### config.mk
export PLATFORM = sky130hd
export DESIGN_NAME = i2c_irq_bank
export DESIGN_NICKNAME = d
export VERILOG_FILES = /design/src/rtl/i2c_irq_bank_pkg.sv /design/src/rtl/i2c_irq_bank_ctrl.sv /design/src/rtl/i2c_irq_bank_dp.sv /design/src/rtl/i2c_irq_bank.sv
export SDC_FILE = /design/constraint.sdc
export NUM_CORES = 1
export LEC_CHECK = 0
export BUFFER_PORTS_ARGS = -buffer_cell sky130_fd_sc_hd__buf_4
export CORE_MARGIN = 2
export CORE_UTILIZATION = 50
export CTS_CLUSTER_SIZE = 40
export DETAILED_ROUTE_END_ITERATION = 10
export PLACE_DENSITY = 0.84
export REMOVE_ABC_BUFFERS = 1
export SLEW_MARGIN = 20
export SYNTH_ARGS = -nofsm -noshare
export SYNTH_HDL_FRONTEND = slang
export SYNTH_HIERARCHICAL = 1
export SYNTH_SLANG_ARGS = --single-unit
### constraint.sdc
create_clock -name clk -period 4.12 [get_ports clk]
set_input_delay 1.03 -clock clk [delete_from_list [all_inputs] [get_ports clk]]
set_output_delay 1.03 -clock clk [all_outputs]
set_load 0.01 [all_outputs]
### src/rtl/i2c_irq_bank_pkg.sv
package i2c_irq_bank_pkg;
  localparam int EVT_W  = 10;
  localparam int ADDR_W = 3;
  localparam int TMO_W  = 8;
  localparam int TMO_BIT = 3;

  localparam logic [EVT_W-1:0] EVT_VALID = 10'h2FF;
  localparam logic [EVT_W-1:0] ERR_GROUP = 10'h2E4;

  localparam logic [ADDR_W-1:0] A_STATUS  = 3'd0;
  localparam logic [ADDR_W-1:0] A_MASK    = 3'd1;
  localparam logic [ADDR_W-1:0] A_ENABLE  = 3'd2;
  localparam logic [ADDR_W-1:0] A_DISABLE = 3'd3;
  localparam logic [ADDR_W-1:0] A_LIMIT   = 3'd4;

  typedef struct packed {
    logic clrStatus;
    logic enMask;
    logic disMask;
    logic ldLimit;
    logic tmoEvt;
  } bank_strobe_t;
endpackage

### src/rtl/i2c_irq_bank_ctrl.sv
module i2c_irq_bank_ctrl
  import i2c_irq_bank_pkg::*;
#(
  parameter int AW = ADDR_W,
  parameter int TW = TMO_W
) (
  input  logic          clk,
  input  logic          rstN,
  input  logic          wrEn,
  input  logic [AW-1:0] regAddr,
  input  logic          sclLowTick,
  input  logic          busProgress,
  input  logic [TW-1:0] limitQ,
  output bank_strobe_t  strb,
  output logic [TW-1:0] tmoCount
);
  logic expire;

  // A tick that finds the count at or above the limit expires the timer.
  assign expire = sclLowTick && !busProgress && (tmoCount >= limitQ);

  always_comb begin
    strb.clrStatus = wrEn && (regAddr == A_STATUS);
    strb.enMask    = wrEn && (regAddr == A_ENABLE);
    strb.disMask   = wrEn && (regAddr == A_DISABLE);
    strb.ldLimit   = wrEn && (regAddr == A_LIMIT);
    strb.tmoEvt    = expire;
  end

  always_ff @(posedge clk) begin
    if (!rstN)            tmoCount <= '0;
    else if (busProgress) tmoCount <= '0;
    else if (expire)      tmoCount <= '0;
    else if (sclLowTick)  tmoCount <= tmoCount + 1'b1;
  end
endmodule

### src/rtl/i2c_irq_bank_dp.sv
module i2c_irq_bank_dp
  import i2c_irq_bank_pkg::*;
#(
  parameter int EW = EVT_W,
  parameter int AW = ADDR_W,
  parameter int TW = TMO_W
) (
  input  logic          clk,
  input  logic          rstN,
  input  bank_strobe_t  strb,
  input  logic [AW-1:0] regAddr,
  input  logic [EW-1:0] wrData,
  input  logic [EW-1:0] evtIn,
  output logic [EW-1:0] statusQ,
  output logic [EW-1:0] maskQ,
  output logic [TW-1:0] limitQ,
  output logic [EW-1:0] rdData,
  output logic          irqOut,
  output logic          errOut
);
  localparam int PAD_W = EW - TW;

  logic [EW-1:0] clrBits;
  logic [EW-1:0] setBits;

  assign clrBits = strb.clrStatus ? wrData : '0;
  assign setBits = evtIn | (strb.tmoEvt ? EW'(1) << TMO_BIT : '0);

  always_ff @(posedge clk) begin
    if (!rstN) begin
      statusQ <= '0;
      maskQ   <= EVT_VALID;
      limitQ  <= '1;
    end else begin
      statusQ <= ((statusQ & ~clrBits) | setBits) & EVT_VALID;
      if (strb.enMask)       maskQ <= maskQ & ~wrData;
      else if (strb.disMask) maskQ <= (maskQ | wrData) & EVT_VALID;
      if (strb.ldLimit)      limitQ <= wrData[TW-1:0];
    end
  end

  always_comb begin
    case (regAddr)
      A_STATUS: rdData = statusQ;
      A_MASK:   rdData = maskQ;
      A_LIMIT:  rdData = {{PAD_W{1'b0}}, limitQ};
      default:  rdData = '0;
    endcase
  end

  assign irqOut = |(statusQ & ~maskQ);
  assign errOut = |(statusQ & ERR_GROUP);
endmodule

### src/rtl/i2c_irq_bank.sv
module i2c_irq_bank
  import i2c_irq_bank_pkg::*;
#(
  parameter int EW = EVT_W,
  parameter int AW = ADDR_W,
  parameter int TW = TMO_W
) (
  input  logic          clk,
  input  logic          rstN,
  input  logic          wrEn,
  input  logic [AW-1:0] regAddr,
  input  logic [EW-1:0] wrData,
  output logic [EW-1:0] rdData,
  input  logic [EW-1:0] evtIn,
  input  logic          sclLowTick,
  input  logic          busProgress,
  output logic          irqOut,
  output logic          errOut
);
  bank_strobe_t  strb;
  logic [TW-1:0] limitQ;
  logic [TW-1:0] tmoCount;
  logic [EW-1:0] statusQ;
  logic [EW-1:0] maskQ;

  i2c_irq_bank_ctrl #(.AW(AW), .TW(TW)) u_ctrl (
    .clk(clk), .rstN(rstN), .wrEn(wrEn), .regAddr(regAddr),
    .sclLowTick(sclLowTick), .busProgress(busProgress),
    .limitQ(limitQ), .strb(strb), .tmoCount(tmoCount)
  );

  i2c_irq_bank_dp #(.EW(EW), .AW(AW), .TW(TW)) u_dp (
    .clk(clk), .rstN(rstN), .strb(strb), .regAddr(regAddr),
    .wrData(wrData), .evtIn(evtIn), .statusQ(statusQ), .maskQ(maskQ),
    .limitQ(limitQ), .rdData(rdData), .irqOut(irqOut), .errOut(errOut)
  );
endmodule

==> metrics.yaml <==
power:
  p_leak_nw: 1.11
  vdd_drop_max_v: 0.000285
  powerDensity_nw_per_um2: 315
worst_setup_path:
  arrival_ns: 1.93
  cpMostUsedCell: "buf_4"
  critPathCaptureType: "output pin"
  cp_data_required_time_ns: 3.09
  path_buf_inv: 2
  cp-start-kind: "input pin"
  critPathSlowestCell: "nor2b_4"
  path_delay_family: "simple AND/OR/NAND/NOR gates"
  slowest_delay_ns: 0.33
  worstPathMaxFanout: 14
  worstPathCellList: "buf_4, nor2b_4, a2bb2oi_1, nor2_1, buf_4"
  critical_path_class: "in2out"
floorplanning:
  die_width_um: 67.0
  io_pins: 40
  num_rows: 22
  coreArea_um2: 3740
  initial_core_util_pct: 52.9
  die_h_um: 67.0
  dieArea_um2: 4480
drt:
  first_iter_violations: 105
  wirelength_mm: 4.48
  drc_errors: 0
  antenna_left: 0
  via_count: 1692
  via_per_inst: 5.53
  drt-pass1-iter-count: 4
  wl_per_cell_um: 14.6
layout:
  area_delta_synth_final_pct: 19.1
  antenna_cells: 0
  fin_nets: 294
  stdcell_area_um2: 2360
  regArea_um2: 701
  multi_input_area_um2: 1140
  n_fill_cell: 330
  drive_gt1_share_pct: 23.3
timing:
  finalCritPeriodShare_pct: 71.9
  fin_skew_ns: 0.00957
  setup-tns-final_ns: 0
  hold_viol_final: 0
  rsz0062_at_grt: "false"
  post-route-min-period_ns: 2.96
  setup_viol: 0
  fmax_mhz: 338
  worstMarginPinSlew_ns: 0.696
  slew_headroom_pct: 53.4
  slew_viol_final: 0
clock_tree:
  cts_buffer_depth: 2
  clk-insertion-delay-late_ns: 0.30
  cts_root_buf: "clkbuf_8"
  cts_buffers: 5
  htreeDepth: 2
  cts_tree: "built"
  clkSlewWorstSetupHoldPaths_ns: 0.07
  post_cts_resized: 0
  cts_hold_buf: 0
  cts.sinks: 35
  postCtsSetupRepairBufs: 0
placement:
  post_dp_cell_area_um2: 2260
  numPortBuffers: 38
  gp_congestion: 0.817
  hpwlAfterDp_mm: 3.23
synthesis:
  syn_area_um2: 1980
  synth_warnings: 6
  synth_cells: 223
  syn_avg_cell_area_um2: 8.89
global_routing:
  track_usage_pct: 22.7
  overflow: 0
  grt_max_degree: 29
  antenna_found_initial: 0
  grt_first_pass_wirelength_mm: 7.45
  grt_pass1_vias: 1639
worst_hold_path:
  hold_class: "reg2reg"
flow_run:
  maxCapViolations: 0
run_status:
  outcome: "complete, no violations"
[layout by cell type (no fill, tap or decap), drive strengths merged]
| master | instances |
|---|---|
| a2111oi | 1 |
| a21boi | 1 |
| a21o | 1 |
| a21oi | 17 |
| a221o | 1 |
| a222oi | 1 |
| a22oi | 1 |
| a2bb2oi | 8 |
| and2 | 9 |
| and2b | 1 |
| and3 | 4 |
| and3b | 1 |
| buf | 40 |
| clkbuf | 7 |
| clkinvlp | 1 |
| dfxtp | 35 |
| ha | 9 |
| inv | 14 |
| mux2i | 19 |
| nand2 | 22 |
| nand2b | 1 |
| nand3 | 1 |
| nand4 | 3 |
| nor2 | 12 |
| nor2b | 13 |
| nor3 | 12 |
| nor3b | 2 |
| o2111ai | 1 |
| o21a | 1 |
| o21ai | 10 |
| o2bb2ai | 1 |
| o31a | 1 |
| xnor2 | 3 |
| xor2 | 4 |
[worst paths after layout]
path	from	to	slack (ns)	cells after the start
max	regAddr[0]	rdData[1]	1.16	5
min reg2reg	u_dp/limitQ[3]$_SDFFE_PN1P_	u_dp/limitQ[3]$_SDFFE_PN1P_	0.52	2
min	u_dp/limitQ[3]$_SDFFE_PN1P_	u_dp/limitQ[3]$_SDFFE_PN1P_	0.52	2
max reg2reg	u_dp/limitQ[7]$_SDFFE_PN1P_	u_dp/statusQ[3]$_SDFF_PN0_	2.20	6
[stage by stage]
step	hold slack [ns]	worst slack, ns	utilization [%]	cells	total power, mW
3_3_place_gp	0.466	1.22	60.3	298	0.466
6_report	0.515	1.16	63.1	306	0.744
5_1_grt	0.530	1.13	63.1	306	0.775
2_1_floorplan	0.445	1.63	-	210	0.413
3_5_place_dp	0.500	1.18	60.3	298	0.470
4_1_cts	0.518	1.18	63.1	306	0.751
[layer usage]
| layer | track usage [%] | vias up | part of all wire (%) |
|---|---|---|---|
| met5 | 0 | - | 0 |
| met4 | 11.0 | 0 | 2.7 |
| met3 | 6.08 | 10 | 3.5 |
| met2 | 37.4 | 38 | 49 |
| met1 | 27.2 | 806 | 44 |
| li1 | - | 838 | - |
[final cells by class]
type	instances	share of cell area, %
repair buffers	40	12.7
multi-input cells	161	48.4
well taps	48	2.54
clock inverters	1	0.318
flip-flops and latches	35	29.7
inverters	14	2.23
clock buffers	7	4.08
[worst min-delay path, delay by kind of cell, from the launching register on]
kind / cells / cell delay [ns]
and+or+nand+nor: 1 / 0.06
muxes: 1 / 0.08
DFF: 1 / 0.35
[where the power goes]
part / internal [mW] / switching [mW] / total (mW)
combinational: 0.0538 / 0.0493 / 0.103
sequential: 0.349 / 0.0105 / 0.359
clock: 0.152 / 0.130 / 0.282
(Power assumes the default switching activity.)
